<file path="config.mk">
export PLATFORM = sky130hd
export DESIGN_NAME = dual_thread_uop_queue
export DESIGN_NICKNAME = d
export VERILOG_FILES = /design/src/rtl/tq_pkg.sv /design/src/rtl/tq_thread_fifo.sv /design/src/rtl/tq_rr_arb.sv /design/src/rtl/dual_thread_uop_queue.sv
export SDC_FILE = /design/constraint.sdc
export NUM_CORES = 2
export LEC_CHECK = 0
export CAP_MARGIN = 40
export CORE_MARGIN = 1.5
export CORE_UTILIZATION = 58
export CTS_CLUSTER_DIAMETER = 120
export DETAILED_ROUTE_END_ITERATION = 16
export DONT_BUFFER_PORTS = 1
export MAX_ROUTING_LAYER = met4
export PLACE_DENSITY_LB_ADDON = 0.25
export SYNTH_ARGS = -nofsm -noshare
export SYNTH_HDL_FRONTEND = slang
export SYNTH_SLANG_ARGS = --single-unit
export TNS_END_PERCENT = 100
</file>
<file path="constraint.sdc">
create_clock -name clk -period 6.5 [get_ports clk]
set_clock_uncertainty 0.2 [all_clocks]
set_input_delay 0.65 -clock clk [delete_from_list [all_inputs] [get_ports clk]]
set_output_delay 0.65 -clock clk [all_outputs]
set_load 0.005 [all_outputs]
</file>
<file path="src/rtl/tq_pkg.sv">
// Shared constants for the dual-thread micro-op queue.
package tq_pkg;
    localparam int NUM_THR = 2;   // hardware threads served by the queue
    localparam int TID_W   = 1;   // width of a thread identifier
endpackage

</file>
<file path="src/rtl/tq_thread_fifo.sv">
// One thread's circular micro-op buffer. It accepts 0, 1 or 2 pushes per
// cycle (first then second), at most one pop, and a one-cycle flush.
// Assumes: DEPTH is a power of two. The caller only pushes what fits and
// only pops when non-empty.
module tq_thread_fifo #(
    parameter int DEPTH = 16,
    parameter int W     = 32,
    localparam int AW   = $clog2(DEPTH),
    localparam int CW   = $clog2(DEPTH + 1)
) (
    input  logic          clk,
    input  logic          rst_n,
    input  logic          flush,
    input  logic [1:0]    push_n,
    input  logic [W-1:0]  d_first,
    input  logic [W-1:0]  d_second,
    input  logic          pop,
    output logic [W-1:0]  head,
    output logic [CW-1:0] count
);
    logic [W-1:0]  mem [DEPTH];
    logic [AW-1:0] rd_ptr, wr_ptr;

    initial begin
        depth_pow2_chk: assert ((DEPTH & (DEPTH - 1)) == 0 && DEPTH >= 2);
    end

    assign head = mem[rd_ptr];

    // Storage write: the older op goes at the tail, the younger one after it.
    always_ff @(posedge clk) begin
        if (!flush && push_n != 2'd0) mem[wr_ptr] <= d_first;
        if (!flush && push_n == 2'd2) mem[wr_ptr + AW'(1)] <= d_second;
    end

    // Pointer and occupancy update; flush wins over push and pop.
    always_ff @(posedge clk) begin
        if (!rst_n || flush) begin
            rd_ptr <= '0;
            wr_ptr <= '0;
            count  <= '0;
        end else begin
            rd_ptr <= rd_ptr + AW'(pop);
            wr_ptr <= wr_ptr + AW'(push_n);
            count  <= count + CW'(push_n) - CW'(pop);
        end
    end


    no_overflow_chk: assert property (@(posedge clk) disable iff (!rst_n)
        count <= CW'(DEPTH));

    flush_empty_chk: assert property (@(posedge clk) disable iff (!rst_n)
        flush |=> (count == '0));

    empty_pop_chk: assert property (@(posedge clk) disable iff (!rst_n)
        pop |-> (count != '0));
endmodule

</file>
<file path="src/rtl/tq_rr_arb.sv">
// Two-way round-robin picker. It grants the eligible thread, or on a tie
// the one that did not issue last. Its state moves only on an accepted issue.
// Assumes: elig is already masked for flushes.
module tq_rr_arb (
    input  logic       clk,
    input  logic       rst_n,
    input  logic [1:0] elig,
    input  logic       ready,
    output logic       valid,
    output logic       gnt
);
    logic last;

    // Grant selection: alternate on a tie, otherwise take the only candidate.
    always_comb begin
        valid = |elig;
        gnt   = (elig == 2'b11) ? ~last : elig[1];
    end

    // Remember the last issuing thread; reset makes thread 0 win first.
    always_ff @(posedge clk) begin
        if (!rst_n)              last <= 1'b1;
        else if (valid && ready) last <= gnt;
    end


    hold_ptr_chk: assert property (@(posedge clk) disable iff (!rst_n)
        !ready |=> $stable(last));

    rr_alt_chk: assert property (@(posedge clk) disable iff (!rst_n)
        (elig == 2'b11 && ready) |=> (last != $past(last)));
endmodule

</file>
<file path="src/rtl/dual_thread_uop_queue.sv">
// Decoupling queue between a shared two-wide decode and a one-wide issue in
// a two-thread core. Writes are steered to per-thread buffers with
// all-or-nothing acceptance, and one operation issues per cycle by round-robin.
// Assumes: decode honours stall. Flushed work is discarded silently.
module dual_thread_uop_queue
    import tq_pkg::*;
#(
    parameter int DEPTH     = 16,
    parameter int PAYLOAD_W = 32,
    localparam int CW       = $clog2(DEPTH + 1)
) (
    input  logic                 clk,
    input  logic                 rst_n,
    input  logic                 wr0_valid,
    input  logic                 wr0_tid,
    input  logic [PAYLOAD_W-1:0] wr0_data,
    input  logic                 wr1_valid,
    input  logic                 wr1_tid,
    input  logic [PAYLOAD_W-1:0] wr1_data,
    input  logic [1:0]           flush,
    output logic [1:0]           stall,
    output logic [1:0]           full,
    output logic [CW-1:0]        count0,
    output logic [CW-1:0]        count1,
    output logic                 iss_valid,
    input  logic                 iss_ready,
    output logic                 iss_tid,
    output logic [PAYLOAD_W-1:0] iss_data
);
    logic [CW-1:0]        cnt  [NUM_THR];
    logic [PAYLOAD_W-1:0] head [NUM_THR];
    logic [1:0]           elig, pop;
    logic                 gnt;

    for (genvar t = 0; t < NUM_THR; t++) begin : g_thr
        logic       sel0, sel1;
        logic [1:0] req_n, push_n;
        logic [CW-1:0] free_slots;

        // Steering: count the requests for this thread and check room for all.
        always_comb begin
            sel0       = wr0_valid && (wr0_tid == TID_W'(t));
            sel1       = wr1_valid && (wr1_tid == TID_W'(t));
            req_n      = {1'b0, sel0} + {1'b0, sel1};
            free_slots = CW'(DEPTH) - cnt[t];
            stall[t]   = CW'(req_n) > free_slots;
            push_n     = (!flush[t] && !stall[t]) ? req_n : 2'd0;
            full[t]    = (cnt[t] == CW'(DEPTH));
            elig[t]    = (cnt[t] != '0) && !flush[t];
            pop[t]     = iss_valid && iss_ready && (gnt == TID_W'(t));
        end

        tq_thread_fifo #(.DEPTH(DEPTH), .W(PAYLOAD_W)) u_fifo (
            .clk      (clk),
            .rst_n    (rst_n),
            .flush    (flush[t]),
            .push_n   (push_n),
            .d_first  (sel0 ? wr0_data : wr1_data),
            .d_second (wr1_data),
            .pop      (pop[t]),
            .head     (head[t]),
            .count    (cnt[t])
        );


        stall_hold_chk: assert property (@(posedge clk) disable iff (!rst_n)
            stall[t] |=> (cnt[t] <= $past(cnt[t])));
    end

    tq_rr_arb u_arb (
        .clk   (clk),
        .rst_n (rst_n),
        .elig  (elig),
        .ready (iss_ready),
        .valid (iss_valid),
        .gnt   (gnt)
    );

    // Issue port and occupancy outputs.
    always_comb begin
        iss_tid  = gnt;
        iss_data = head[gnt];
        count0   = cnt[0];
        count1   = cnt[1];
    end


    one_issue_chk: assert property (@(posedge clk) disable iff (!rst_n)
        $countones(pop) <= 1);
endmodule

</file>
-- Yosys cells after proc, flatten, opt, wreduce, memory -nomap -nowiden
Memory sizes are Yosys's and may differ from the RTL's. A register that Yosys moved wholly into a read port is not among the register bits.
Cells that the tools add are included.
- register bits after elaboration: 27
- bits in writable memories: 1024
- input port bits: 73
- word-level logic and storage cells: 81
- memories kept: 2
- memories (memory ; words ; width ; read ports ; clocked after memory_dff ; write ports ; RTL line ; text):
    g_thr[0].u_fifo.mem ; 16 ; 32 ; 1 ; 1 ; 2 ; tq_thread_fifo.sv:21 ; logic [W-1:0] mem [DEPTH];
    g_thr[1].u_fifo.mem ; 16 ; 32 ; 1 ; 1 ; 2 ; tq_thread_fifo.sv:21 ;
- add/sub/neg operators: 14
- magnitude comparators: 3
- equal/unequal tests: 5
- multiplexer cells: 18
- bitwise gates (word level): 5
- reductions and logical operators: 27
- operator list (kind ; number):
    $mux 32 ; 5
    $logic_and 1x1->1 ; 15
    $add 5x2->5 ; 2
    $eq 5x5->1 const B ; 2
    $gt 2x5->1 ; 2
    $reduce_bool 5->1 ; 2
    $sub 5x1->5 ; 2
    $sub 5x5->5 const A ; 2
    $mux 1 ; 9
    $add 4x1->4 ; 2
    $add 4x1->4 const B ; 2
    $add 4x2->4 ; 2
    $mux 4 ; 2
    $eq 2x2->1 const B ; 3
    $logic_not 1->1 ; 5
    $add 1x1->2 ; 2
    $mux 2 ; 2
    $not 1->1 ; 4
    $reduce_bool 2->1 ; 2
    $ge 2x2->1 const B ; 1
    $logic_or 1x1->1 ; 2
    $not 1->2 ; 1
    $reduce_or 2->1 ; 1

-- Logic depth before layout (Yosys ltp)
- depth in word-level cells: 11
- depth in mapped cells: 17

-- By module
Synthesis repeated with hierarchy kept, for this count alone.
- cells, all modules: 3251
- area, all modules: 55568.3 µm²
- by module, submodules not included (module ; times used ; cells an instance ; area each (µm²) ; sequential area each (µm²)):
    tq_thread_fifo at g_thr[0].u_fifo ; 1 ; 1541 ; 26905.8 ; 15635.0
    tq_thread_fifo at g_thr[1].u_fifo ; 1 ; 1540 ; 26887.0 ; 15635.0
    dual_thread_uop_queue ; 1 ; 164 ; 1721.7 ; 0.0
    tq_rr_arb ; 1 ; 6 ; 53.8 ; 20.0

-- Least setup slack after synthesis
OpenSTA, ideal clock, no wires.
- kind: input port to flip-flop
- start point: in wr0_tid
- end point: mem g_thr[0].u_fifo.mem[3][0], enable pin
- arrival: 5.913 ns
- required time: 5.798 ns
- setup slack: -0.115 ns
- stages on the path: 11
- buffers on the path: 4
- cell sequence: nand2b_1 > clkbuf_1 > buf_2 > xnor2_1 > ha_1 > inv_1 > a21oi_1 > buf_2 > o21ai_1 > clkbuf_1 > nor4_1
- RTL lines (item ; RTL line ; text):
    from (decl) ; dual_thread_uop_queue.sv:15 ; input logic wr0_tid,
    to (decl) ; tq_thread_fifo.sv:21 ;

-- Worst setup path after layout
- start point: reg g_thr[1].u_fifo.count[3]
- end point: out iss_data[4]
- longest elaborated chain between the ends: 8
- ends and longest elaborated chain (item ; RTL line ; text):
    from (decl) ; tq_thread_fifo.sv:19 ; output logic [CW-1:0] count
    from (signal assigned) ; tq_thread_fifo.sv:45 ; count <= count + CW'(push_n) - CW'(pop);
    $reduce_bool 5->1 (*) ; dual_thread_uop_queue.sv:49 ; elig[t] = (cnt[t] != '0) && !flush[t];
    $logic_and 1x1->1 (*) ; dual_thread_uop_queue.sv:49 ;
    $eq 2x2->1 ; tq_rr_arb.sv:17 ; gnt = (elig == 2'b11) ? ~last : elig[1];
    $mux 1 (*) ; tq_rr_arb.sv:17 ;
    $not 1->2 (implied by the code) (*) ; dual_thread_uop_queue.sv:82 ; iss_data = head[gnt];
    $mux 32 (implied by the code) (*) (3 in a row) ; dual_thread_uop_queue.sv:82 ;
    to (decl) ; dual_thread_uop_queue.sv:28 ; output logic [PAYLOAD_W-1:0] iss_data
Mark *: on every way between the ends. The rest lies on a longest branch, timed or not. The select of a mux whose other input is x is not followed.

==> run metrics <==
filler instances=approximately 6.5k; Synth Flop Type=edfxtp_1; syn nets=between 3k and 4k; Layout area overhead=10.9%; max frequency=around 190 MHz; Power Density=around 260 nW/um^2; clock buffer count from CTS=about 110; core footprint=~94,000 um^2; largest net degree at the start of global routing=slightly above 90; total grt overflow=0; leakage=19.4 nW; cell depth of the worst hold path=2; antenna viol nets, final=0; Worst-Margin Slew=943 ps; Cell variety after synth=between 50 and 60; Post-Syn Area=about 55,000 um^2; CP Buf/Inv Count=2; die extent in x=between 300 and 400 um; wire per inst=between 30 and 40 um; postcts setup bufs=0; post-CTS sizing=0; area leader, netlist=edfxtp_1; Final GP Congestion=approximately 0.87; Clock H-tree levels=3; RSZ-0062 raised after global routing=no; Residual DRC=0; layout cells sized above 1=between 40% and 50%; # rows=roughly 110; hold buffer count at CTS=43; Hold Crit Class=input pin to register; DR vias/cell=around 7; Critical Path Start Type=register; Clock Pin Slew Worst Setup and Hold Paths=roughly 60 ps; worst skew pair latency=roughly 700 ps; Stages on worst setup path=9; CTS tree=done; worst rel slew slack=36.9%; 1st-iter DRT viols=about 4.4k; initial antenna violation count=21; critical path, cell by cell=inv_1, ha_1, and2_1, ha_1, nor2_1, a21o_1, buf_4, a21oi_1, nor3_1; share of the synthesized area in the top cell type=55.7%; Seq/Total Area, Yosys=between 50% and 60%; Crit path largest cell delay=a little under 700 ps; die area=between 90,000 and 100,000 um^2; routed wire length=roughly 170,000 um; data required time of the critical path=roughly 5700 ps; Final Slew Violations=0; first-pass GRT wire length=236,000 um; Initial Util=roughly three fifths; cell mode on critical path=ha_1; Final Hold Viols=0; synthesized area per cell=roughly 16 um^2; synth top area cells=edfxtp_1 (56%), mux2_2 (23%), mux4_2 (5.2%); PortBufs=0; I/O Pins=121; number of flops mapped to enable cells by yosys=1,024; CTS Sinks=1,051; cell count after synthesis=around 3.6k; via count=33.5k; crit path kind=register to output port; Setup crit end kind=output port; setup TNS=0 ps; critical path arrival=about 4500 ps; DRT Pass-1 Iters=6; ys async rst share=0%; Multi-input gate area=about 23,000 um^2; crit path max fanout=21; register bit total from synthesis=about 1.1k; Slowest cell on crit path=nor3_1; register area=around 31,000 um^2; Max Cap Violations=0; Warnings, synthesis=0; NumNets Final=around 3.6k; WHS=a little over 70 ps; die extent in y=a little over 300 um; final setup fails=0; min Tclk post-route=around 5300 ps; CTS max path bufs=3; Worst R2R Path Depth=15; root buf cell=clkbuf_16; status=completed; Final Cycle Share=81.7%; vias in the first global route=about 33k; cell family with most CP delay=simple AND/OR/NAND/NOR gates; Peak VDD IR=~0.23 mV; gr usage total=34.7%; DP Wirelength=~97,000 um
placed cells by master, fill, tap and decap left out, types with 4 or more instances in the layout:
cell,netlist,final
mux2_2,1116,1116
edfxtp_1,1024,1024
mux2i_1,256,256
a22oi_1,129,129
mux4_2,128,128
clkbuf_16,0,111
buf_4,1,95
a21oi_1,83,81
diode_2,0,41
nor3_1,44,38
mux2_1,36,36
inv_1,35,35
buf_12,0,34
o22ai_1,33,33
ha_1,32,32
nor4_1,44,28
nor2_1,37,28
o21ai_4,0,27
clkinv_1,0,27
clkbuf_1,243,25
dfxtp_1,27,21
clkinv_2,0,20
dlygate4sd3_1,0,20
nor4_2,0,16
nand2_1,14,13
and2_1,13,12
nand2b_1,12,11
buf_16,0,11
xnor2_1,9,9
nor2_4,0,9
buf_8,0,8
xor2_1,7,7
nor2b_1,11,7
nor3_2,0,6
bufinv_16,0,5
o2111ai_4,0,4
nor2b_4,0,4
fa_1,4,4
dfxtp_4,0,4
power breakdown:
| group | internal (mW) | switching (mW) |
|---|---|---|
| clock network | 3.32 | 2.65 |
| logic | 0.949 | 1.46 |
| registers | 7.58 | 0.0790 |
synthesized netlist by cell type, drive strengths merged (5+ instances only):
| cell | count |
|---|---|
| mux2 | 1152 |
| edfxtp | 1024 |
| mux2i | 256 |
| clkbuf | 243 |
| buf | 150 |
| a22oi | 129 |
| mux4 | 128 |
| a21oi | 83 |
| nor3 | 44 |
| nor4 | 44 |
| nor2 | 37 |
| inv | 35 |
| o22ai | 33 |
| ha | 32 |
| o21ai | 32 |
| dfxtp | 27 |
| nand2 | 14 |
| and2 | 13 |
| nand2b | 12 |
| nor2b | 11 |
| xnor2 | 9 |
| xor2 | 7 |
| or2 | 5 |
metrics by stage:
stage          worst slack [ps]  area, um^2  power, mW  util [%]  instances
2_1_floorplan              -115       55200       9.27         -       3558
3_3_place_gp               1730       56500       9.87      60.2       4516
3_5_place_dp               1710       56900       9.99      60.7       4535
4_1_cts                    1300       60900       16.0      65.0       4774
5_1_grt                    1070       61100       16.4      65.2       4802
6_report                   1190       61200       16.0      65.2       4824
layout make-up:
type | count | area share, %
antenna | 41 | 0.168
clock buffer | 136 | 4.69
clock inverter | 60 | 0.777
inverter | 35 | 0.215
multi-input combinational | 2079 | 37.1
sequential | 1051 | 51.2
tap | 1254 | 2.57
timing repair buffer | 168 | 3.30
layer usage:
| layer | wire length [um] | GRT usage, % | up-vias | share of wire (%) |
|---|---|---|---|---|
| li1 | - | - | 13800 | - |
| met1 | 63400 | 46.2 | 17300 | 38 |
| met3 | 20100 | 8.72 | 335 | 12 |
| met2 | 76700 | 52.2 | 2050 | 46 |
| met4 | 5500 | 12.1 | 0 | 3.3 |
| met5 | 0 | - | - | 0 |
worst register-to-register path, stage by stage, from the launching register on:
cell,delay [ps]
dfxtp_1,550
inv_1,150
ha_1,230
and2_1,220
ha_1,380
o2111ai_4,340
buf_16,300
o21ai_1,120
buf_4,280
nor2_1,110
ha_1,260
fa_1,460
a21oi_1,170
nor2_1,70
or3_1,340
a21oi_1,140
registers in the layout, summed over array words and instances (netlist names):
| name | count |
|---|---|
| u_arb.last | 1 |
| g_thr.u_fifo.count | 10 |
| g_thr.u_fifo.mem | 1024 |
| g_thr.u_fifo.wr_ptr | 8 |
| g_thr.u_fifo.rd_ptr | 8 |
path summary, 6_finish.rpt:
| kind | from | endpoint | slack, ps |
|---|---|---|---|
| setup reg to reg | g_thr[0].u_fifo.count[2] | g_thr[0].u_fifo.count[4] | 2130 |
| setup / recovery | g_thr[1].u_fifo.count[3] | iss_data[4] | 1190 |
| hold / removal | flush[0] | g_thr[0].u_fifo.rd_ptr[0] | 70 |
| hold reg to reg | g_thr[0].u_fifo.wr_ptr[3] | g_thr[0].u_fifo.wr_ptr[3] | 430 |
kinds of logic after synthesis:
kind of cell / count (synthesis) / share of synthesized area, %
mux: 1536 / 33.4
compound gates: 292 / 3.54
flops: 1051 / 56.7
fa+ha+maj: 38 / 0.907
simple gates: 197 / 1.94
buf+inv: 428 / 3.25
xor+xnor: 16 / 0.254
Power figures use the tool's default switching activity.
